$ cat src/rtl/ddr2_emr_pkg.sv
package ddr2_emr_pkg;

    typedef enum logic [1:0] {
        ST_IDLE,
        ST_WAIT_GATE,
        ST_ISSUE,
        ST_MRD_WAIT
    } emr_state_e;

    typedef struct packed {
        logic       dll_off;
        logic       half_drive;
        logic [1:0] odt;
        logic [2:0] add_lat;
        logic [2:0] ocd;
        logic       dqs_off;
        logic       rdqs_on;
        logic       out_off;
    } emr_fields_t;

    // {cs_n, ras_n, cas_n, we_n}
    localparam logic [3:0] STB_NOP  = 4'b0111;
    localparam logic [3:0] STB_LOAD = 4'b0000;
    localparam logic [1:0] BA_EXT1  = 2'b01;

    localparam int FIELD_BITS = 13;

endpackage

$ cat src/rtl/emr_addr_pack.sv
module emr_addr_pack
    import ddr2_emr_pkg::*;
#(
    parameter int ADDR_W = 14
) (
    input  emr_fields_t        fields,
    output logic [ADDR_W-1:0]  word
);
    always_comb begin
        word        = '0;
        word[0]     = fields.dll_off;
        word[1]     = fields.half_drive;
        word[2]     = fields.odt[0];
        word[5:3]   = fields.add_lat;
        word[6]     = fields.odt[1];
        word[9:7]   = fields.ocd;
        word[10]    = fields.dqs_off;
        word[11]    = fields.rdqs_on;
        word[12]    = fields.out_off;
    end
endmodule

$ cat src/rtl/emr_cmd_fsm.sv
module emr_cmd_fsm
    import ddr2_emr_pkg::*;
#(
    parameter int ADDR_W = 14,
    parameter int TMRD   = 2
) (
    input  logic              clk,
    input  logic              rst_n,
    input  logic              req_valid,
    output logic              req_ready,
    input  logic [ADDR_W-1:0] word_in,
    input  logic              banks_idle,
    input  logic              cke_high,
    output logic              cs_n,
    output logic              ras_n,
    output logic              cas_n,
    output logic              we_n,
    output logic [1:0]        ba,
    output logic [ADDR_W-1:0] addr,
    output logic              busy,
    output logic              cmd_fire,
    output logic              fire_dll_off
);
    localparam int CW = $clog2(TMRD + 1);
    localparam logic [CW-1:0] MRD_LOAD = CW'(TMRD - 1);

    emr_state_e        state, state_nx;
    logic [CW-1:0]     mrd_cnt;
    logic [ADDR_W-1:0] word_q;
    logic              gate_open;

    assign gate_open = banks_idle && cke_high;

    always_comb begin
        state_nx = state;
        unique case (state)
            ST_IDLE:      if (req_valid) state_nx = ST_WAIT_GATE;
            ST_WAIT_GATE: if (gate_open) state_nx = ST_ISSUE;
            ST_ISSUE:     state_nx = (TMRD > 1) ? ST_MRD_WAIT : ST_IDLE;
            ST_MRD_WAIT:  if (mrd_cnt <= CW'(1)) state_nx = ST_IDLE;
            default:      state_nx = ST_IDLE;
        endcase
    end

    always_ff @(posedge clk) begin
        if (!rst_n) begin
            state   <= ST_IDLE;
            mrd_cnt <= '0;
            word_q  <= '0;
        end else begin
            state <= state_nx;
            if (state == ST_IDLE && req_valid) word_q <= word_in;
            if (state == ST_ISSUE)
                mrd_cnt <= MRD_LOAD;
            else if (state == ST_MRD_WAIT && mrd_cnt != '0)
                mrd_cnt <= mrd_cnt - CW'(1);
        end
    end

    always_comb begin
        {cs_n, ras_n, cas_n, we_n} = STB_NOP;
        ba           = '0;
        addr         = '0;
        req_ready    = 1'b0;
        busy         = 1'b1;
        cmd_fire     = 1'b0;
        fire_dll_off = 1'b0;
        unique case (state)
            ST_IDLE: begin
                req_ready = 1'b1;
                busy      = 1'b0;
            end
            ST_WAIT_GATE: ;
            ST_ISSUE: begin
                {cs_n, ras_n, cas_n, we_n} = STB_LOAD;
                ba           = BA_EXT1;
                addr         = word_q;
                cmd_fire     = 1'b1;
                fire_dll_off = word_q[0];
            end
            ST_MRD_WAIT: ;
            default: ;
        endcase
    end

    // cycles since the last command, saturating at TMRD
    logic [CW-1:0] since_cmd;
    always_ff @(posedge clk) begin
        if (!rst_n)                  since_cmd <= CW'(TMRD);
        else if (cmd_fire)           since_cmd <= CW'(1);
        else if (since_cmd < CW'(TMRD)) since_cmd <= since_cmd + CW'(1);
    end

    AST_CMD_ONE_CYCLE: assert property (@(posedge clk) disable iff (!rst_n)
        (ras_n == 1'b0) |=> (ras_n == 1'b1 && cs_n == 1'b0));
    AST_GATE_SEEN: assert property (@(posedge clk) disable iff (!rst_n)
        (state == ST_ISSUE) |-> $past(banks_idle && cke_high));
    AST_MRD_SPACING: assert property (@(posedge clk) disable iff (!rst_n)
        (state == ST_ISSUE) |-> (since_cmd >= CW'(TMRD)));
    AST_ACCEPT_BUSY: assert property (@(posedge clk) disable iff (!rst_n)
        (req_valid && req_ready) |=> (busy && !req_ready));
    AST_WORD_HELD: assert property (@(posedge clk) disable iff (!rst_n)
        (state == ST_ISSUE) |-> $stable(word_q));
endmodule

$ cat src/rtl/dll_read_lockout.sv
module dll_read_lockout #(
    parameter int DLL_LOCK_CYC = 200
) (
    input  logic clk,
    input  logic rst_n,
    input  logic dll_reset_evt,
    input  logic self_refresh,
    input  logic cmd_fire,
    input  logic cmd_dll_off,
    output logic read_allowed
);
    localparam int LW = $clog2(DLL_LOCK_CYC + 1);
    localparam logic [LW-1:0] LOCK_LOAD = LW'(DLL_LOCK_CYC);

    logic [LW-1:0] lock_cnt;
    logic          loaded;
    logic          dll_on;

    always_ff @(posedge clk) begin
        if (!rst_n) begin
            lock_cnt <= '0;
            loaded   <= 1'b0;
            dll_on   <= 1'b0;
        end else begin
            if (dll_reset_evt || self_refresh)
                lock_cnt <= LOCK_LOAD;
            else if (lock_cnt != '0)
                lock_cnt <= lock_cnt - LW'(1);
            if (cmd_fire) begin
                loaded <= 1'b1;
                dll_on <= !cmd_dll_off;
            end
        end
    end

    assign read_allowed = loaded && dll_on && (lock_cnt == '0);

    AST_RESET_LOCKS: assert property (@(posedge clk) disable iff (!rst_n)
        dll_reset_evt |=> !read_allowed);
    AST_SREF_LOCKS: assert property (@(posedge clk) disable iff (!rst_n)
        self_refresh |=> !read_allowed);
    AST_DLL_OFF_BLOCKS: assert property (@(posedge clk) disable iff (!rst_n)
        (cmd_fire && cmd_dll_off) |=> !read_allowed);
    AST_RISE_NEEDS_QUIET: assert property (@(posedge clk) disable iff (!rst_n)
        $rose(read_allowed) |-> !$past(dll_reset_evt || self_refresh));
endmodule

$ cat src/rtl/ddr2_ext_mode_prog.sv
module ddr2_ext_mode_prog
    import ddr2_emr_pkg::*;
#(
    parameter int ADDR_W       = 14,
    parameter int TMRD         = 2,
    parameter int DLL_LOCK_CYC = 200
) (
    input  logic              clk,
    input  logic              rst_n,
    input  logic              req_valid,
    output logic              req_ready,
    input  logic              cfg_dll_off,
    input  logic              cfg_half_drive,
    input  logic [1:0]        cfg_odt,
    input  logic [2:0]        cfg_add_lat,
    input  logic [2:0]        cfg_ocd,
    input  logic              cfg_dqs_off,
    input  logic              cfg_rdqs_on,
    input  logic              cfg_out_off,
    input  logic              banks_idle,
    input  logic              cke_high,
    input  logic              dll_reset_evt,
    input  logic              self_refresh,
    output logic              cs_n,
    output logic              ras_n,
    output logic              cas_n,
    output logic              we_n,
    output logic [1:0]        ba,
    output logic [ADDR_W-1:0] addr,
    output logic              busy,
    output logic              read_allowed
);
    emr_fields_t       fields;
    logic [ADDR_W-1:0] packed_word;
    logic              cmd_fire;
    logic              fire_dll_off;

    assign fields = '{dll_off: cfg_dll_off, half_drive: cfg_half_drive,
                      odt: cfg_odt, add_lat: cfg_add_lat, ocd: cfg_ocd,
                      dqs_off: cfg_dqs_off, rdqs_on: cfg_rdqs_on,
                      out_off: cfg_out_off};

    emr_addr_pack #(.ADDR_W(ADDR_W)) u_pack (
        .fields (fields),
        .word   (packed_word)
    );

    emr_cmd_fsm #(.ADDR_W(ADDR_W), .TMRD(TMRD)) u_fsm (
        .clk          (clk),
        .rst_n        (rst_n),
        .req_valid    (req_valid),
        .req_ready    (req_ready),
        .word_in      (packed_word),
        .banks_idle   (banks_idle),
        .cke_high     (cke_high),
        .cs_n         (cs_n),
        .ras_n        (ras_n),
        .cas_n        (cas_n),
        .we_n         (we_n),
        .ba           (ba),
        .addr         (addr),
        .busy         (busy),
        .cmd_fire     (cmd_fire),
        .fire_dll_off (fire_dll_off)
    );

    dll_read_lockout #(.DLL_LOCK_CYC(DLL_LOCK_CYC)) u_lock (
        .clk           (clk),
        .rst_n         (rst_n),
        .dll_reset_evt (dll_reset_evt),
        .self_refresh  (self_refresh),
        .cmd_fire      (cmd_fire),
        .cmd_dll_off   (fire_dll_off),
        .read_allowed  (read_allowed)
    );
endmodule

$ cat config.mk
export PLATFORM = sky130hd
export DESIGN_NAME = ddr2_ext_mode_prog
export DESIGN_NICKNAME = d
export VERILOG_FILES = /design/src/rtl/ddr2_emr_pkg.sv /design/src/rtl/emr_addr_pack.sv /design/src/rtl/emr_cmd_fsm.sv /design/src/rtl/dll_read_lockout.sv /design/src/rtl/ddr2_ext_mode_prog.sv
export SDC_FILE = /design/constraint.sdc
export NUM_CORES = 1
export LEC_CHECK = 0
export BUFFER_PORTS_ARGS = -buffer_cell sky130_fd_sc_hd__buf_4
export CELL_PAD_IN_SITES_DETAIL_PLACEMENT = 2
export CELL_PAD_IN_SITES_GLOBAL_PLACEMENT = 2
export CORE_ASPECT_RATIO = 1.75
export CORE_MARGIN = 8
export CORE_UTILIZATION = 29
export CTS_CLUSTER_SIZE = 24
export DETAILED_ROUTE_END_ITERATION = 10
export MAX_ROUTING_LAYER = met4
export PLACE_DENSITY = 0.82
export REMOVE_ABC_BUFFERS = 1
export SYNTH_ARGS = -nofsm -noshare
export SYNTH_HDL_FRONTEND = slang
export SYNTH_HIERARCHICAL = 1
export SYNTH_SLANG_ARGS = --single-unit
$ cat constraint.sdc
create_clock -name clk -period 2.05 [get_ports clk]
set_input_delay 0.205 -clock clk [delete_from_list [all_inputs] [get_ports clk]]
set_output_delay 0.205 -clock clk [all_outputs]
set_load 0.01 [all_outputs]
Word-level counts from Yosys, hierarchy flattened
Index checks and enable logic that the tools add are counted.

storage, ports and cells
  bits in registers = 27
  bits of input ports = 20

operators by class
  add/sub/neg operators = 2
  magnitude comparators = 1
  equal/unequal tests = 6
  multiplexer cells = 15
  bitwise operators = 1
  reduce and logical (&&, ||, !) cells = 16

operators by type and width
  operator             count
  $mux 8               2
  $mux 13              1
  $logic_not 8->1      1
  $mux 1               8
  $pmux 2 s4           1
  $reduce_bool 8->1    1
  $sub 8x1->8 const B  1
  $mux 2               3
  $reduce_bool 2->1    3
  $logic_and 1x1->1    5
  $eq 2x2->1 const B   2
  $ne 2x1->1 const B   2
  $reduce_or 2->1      2
  $reduce_and 3->1     1
  $eq 2x1->1 const B   1
  $le 2x1->1 const B   1
  $logic_not 2->1      1
  $ne 2x2->1 const B   1
  $sub 2x1->2 const B  1
  $logic_not 1->1      1
  $logic_or 1x1->1     1
  $not 1->1            1

Depth between registers and ports, before layout
  word-level depth = 4
  gate-level depth with buffers = 6
  depth with buffers taken out = 5

Cells and area by module
The synthesis kept the hierarchy.

by module, submodules not included
  module            times used  cells each  area an instance (um^2)  seq. area each (um^2)
  emr_cmd_fsm       1           115         898.4                    360.3
  dll_read_lockout  1           56          511.7                    200.2
  emr_addr_pack     1           15          108.9                    0.0

Worst setup path before layout
OpenSTA, ideal clock, no wires.

  kind = register -> output
  from = reg u_lock.lock_cnt[1]
  to = out read_allowed
  arrival = 1,434 ps
  setup slack = 411 ps
  cell stages (with the launch flop) = 7
  path buffers = 1
  path through = dfxtp_1 inv_1 ha_1 or4b_1 buf_2 nor2_2 and3_1

between the ends
  longest elaborated chain between the ends = 2

ends and longest elaborated chain
  element                 RTL line                  RTL
  start, declared         dll_read_lockout.sv:15    logic [LW-1:0] lock_cnt;
  start signal, assigned  dll_read_lockout.sv:28    lock_cnt <= lock_cnt - LW'(1);
  $logic_not 8->1         dll_read_lockout.sv:36    assign read_allowed = loaded && dll_on && (lock_cnt == '0);
  $logic_and 1x1->1       dll_read_lockout.sv:36
  end, declared           ddr2_ext_mode_prog.sv:31  output logic read_allowed

Every way passes these cells.

Final worst setup path
Same ends and word-level chain as after synthesis.

==> results_dict.tcl <==
set metrics [dict create \
    dp_hpwl_mm 3.13 \
    yosys_warnings 6 \
    power_w 0.00175 \
    h-tree-depth 1 \
    crit_arrival_ns 1.77 \
    finalHoldViolCount 0 \
    drive_gt1_share_pct 28.4 \
    numPortBuffers 40 \
    avgRoutedWirePerCell_um 15.6 \
    grt_max_degree 21 \
    rr_worst_depth 5 \
    multiInputGateArea_um2 766 \
    r2r_end "u_fsm/word_q[6]$_SDFFE_PN0P_" \
    min_path_type "primary input to flop" \
    synth_seq_area_share_pct 36.9 \
    power_density_nw_per_um2 953 \
    ir_drop_uv 467 \
    dpl_cell_area_um2 1720 \
    fin_util_pct 35.6 \
    die_w_um 70.7 \
    cts_made_buffers 3 \
    syn_area_per_cell_um2 8.17 \
    crit_required_ns 1.85 \
    die_h_um 112 \
    ant_nets 0 \
    final_max_slew_viol_count 0 \
    drc_errors 0 \
    final_common_cell "buf_4" \
    critPathLaunchType "flop" \
    postLayoutCellArea_um2 1840 \
    slowest_stage "or4b_4" \
    regArea_um2 566 \
    core_um2 5170 \
    worst_pin_slew_ns 0.766 \
    finalCritPeriodShare_pct 96.5 \
    rows 35 \
    critPathCapture "read_allowed" \
    skew_ns 0.00928 \
    cts.clk_slew.worst_paths_ns 0.11 \
    grt_use_total_pct 10.9 \
    drv_cap 0 \
    syn_area_um2 1520 \
    max_freq_ghz 0.506 \
    grt-ovfl-total 0 \
    path_cells "inv_2 -> ha_4 -> or4b_4 -> nor2_4 -> and3_1 -> buf_4" \
    die-area_um2 7900 \
    end_kind "output pin" \
    clk_path_buf_depth 2 \
    hold_buffers 0 \
    criticalPathCategory "flop to output pin" \
    cts-root-buf "clkbuf_8" \
    start_util_pct 29.4 \
    antenna_found_initial 0 \
    worstPathMaxFanout 4 \
    cpPeakStageDelay_ns 0.49 \
    nets 237 \
    startpoint "u_lock/lock_cnt[1]$_SDFFE_PP0P_" \
    syn2layout_area_growth_pct 21.1 \
    ys_seq_elements 28 \
    setup_viol 0 \
    status "finished, final reports clean" \
    fin_crit_ns 1.98 \
    diodes 0 \
    leakagePower_nw 0.814 \
    wl_mm 4.10 \
    vias 1260 \
    drt_iter0_drc 45 \
    grt_pass1_wl_mm 6.73 \
    place_congestion 0.772 \
    rrSetupSlack_ns 0.35 \
    r2r_start "u_fsm/state[1]$_SDFFE_PN0P_" \
    slew_headroom_pct 48.9 \
    insertion_delay_ns 0.28 \
    nFillCells 620 \
    vias_per_cell 4.79 \
    firstDrtPassIters 4 \
    synth_cell_types 40 \
    grt_pass1_vias 1434 \
    io-pin-count 43 \
    final_cell_mix "43 x buf_4, 34 x nand2_1, 26 x dfxtp_1" \
    cts_tree "built" \
    netlist_instances 186 \
    clkSinkCount 28 \
]
[critical path, delay by kind of cell, from the launching register on]
family                   cells  cell delay (ns)
buffers and inverters        2             0.21
AND/OR/NAND/NOR              3             0.77
flip-flops                   1             0.36
adder cells (fa/ha/maj)      1             0.14
[cell type report]
cell class                      count  area share (%)
Multi-Input combinational cell    121            41.6
Sequential cell                    28            30.7
Timing Repair Buffer               43            17.6
Tap cell                           55            3.74
Inverter                           12            2.45
Clock buffer                        3            2.24
Clock inverter                      1            1.63
[how the worst min path moves through the flow]
stage | startpoint | end | slack, ns | cells after the start
6_report | cfg_rdqs_on | u_fsm/word_q[11]$_SDFFE_PN0P_ | 0.16 | 3
4_1_cts | cfg_rdqs_on | u_fsm/word_q[11]$_SDFFE_PN0P_ | 0.15 | 3
5_1_grt | cfg_dll_off | u_fsm/word_q[0]$_SDFFE_PN0P_ | 0.15 | 3
3_3_place_gp | u_fsm/word_q[3]$_SDFFE_PN0P_ | u_fsm/word_q[3]$_SDFFE_PN0P_ | 0.44 | 2
3_5_place_dp | u_fsm/word_q[9]$_SDFFE_PN0P_ | u_fsm/word_q[9]$_SDFFE_PN0P_ | 0.45 | 2
2_1_floorplan | dll_reset_evt | u_lock/lock_cnt[6]$_SDFFE_PN0P_ | 0.34 | 1
[cells by family after synthesis]
group | share of synthesized area, %
multiplexers | 0.659
AO/OA/AOI/OAI | 16.1
XOR/XNOR | 1.73
other | 0.494
AND/OR/NAND/NOR | 23.1
flip-flops | 36.9
adder cells (fa/ha/maj) | 6.59
buffers and inverters | 14.5
[synth_stat cells, drive strengths merged]
cell type / instances / area, um2
a2111oi: 1 / 8.76
o21a: 2 / 15.0
a222oi: 1 / 10.0
o221a: 1 / 11.3
a211oi: 2 / 20.0
conb: 2 / 7.51
or4b: 1 / 10.0
or4: 1 / 11.3
inv: 12 / 45.0
nor2: 10 / 40.0
and2: 15 / 93.8
nand2: 34 / 128
a41oi: 2 / 17.5
a311oi: 1 / 8.76
a21oi: 16 / 83.8
and2b: 1 / 7.51
buf: 22 / 160
nor3b: 1 / 7.51
o41a: 1 / 11.3
a31oi: 1 / 6.26
or3: 3 / 18.8
o211ai: 1 / 12.5
nor2b: 1 / 6.26
o31ai: 1 / 7.51
o21bai: 1 / 7.51
a22o: 1 / 8.76
nor3: 3 / 15.0
clkbuf: 4 / 15.0
mux2i: 1 / 10.0
ha: 8 / 100
xnor2: 3 / 26.3
o21ai: 1 / 5.00
o211a: 1 / 10.0
dfxtp: 28 / 561
and3: 2 / 12.5
[routing by layer]
| metal | vias up | global-route usage, % | part of all wire (%) |
|---|---|---|---|
| li1 | 632 | - | - |
| met1 | 604 | 10.3 | 39 |
| met2 | 20 | 20.8 | 57 |
| met3 | 4 | 1.89 | 2.4 |
| met4 | 0 | 3.78 | 1.5 |
| met5 | - | - | 0 |
[sequential cells by signal (all words and copies together), names as in the netlist]
name and flops:
u_fsm/mrd_cnt 2, u_lock/loaded 1, u_lock/lock_cnt 8, u_lock/dll_on 1, u_fsm/word_q 14, u_fsm/state 2
[where the power goes]
part	switching [W]	internal (W)	leakage, nW	total [W]
sequential	0.0000587	0.000630	0.231	0.000689
combinational	0.000347	0.000268	0.547	0.000615
clock	0.000187	0.000262	0.0357	0.000449
total	0.000593	0.00116	0.814	0.00175
[through the flow]
stage	cells	TNS [ns]	hold slack [ns]	worst slack, ns
final	263	0	0.156	0.0727
after global routing	263	-0.00291	0.150	-0.00291
after CTS	261	0	0.146	0.0169
after detailed placement	257	0	0.446	0.296
after global placement	257	0	0.437	0.361
after floorplan	161	0	0.341	0.402
[timing repair]
| action | in CTS | in global routing |
|---|---|---|
| buffers inserted | 0 | 2 |
| gates resized for setup | 1 | 9 |
| pin swaps | 0 | 2 |
| endpoints found under the setup margin | 1 | 4 |
| gates cloned | 0 | 0 |
Power figures use the tool's default switching activity.
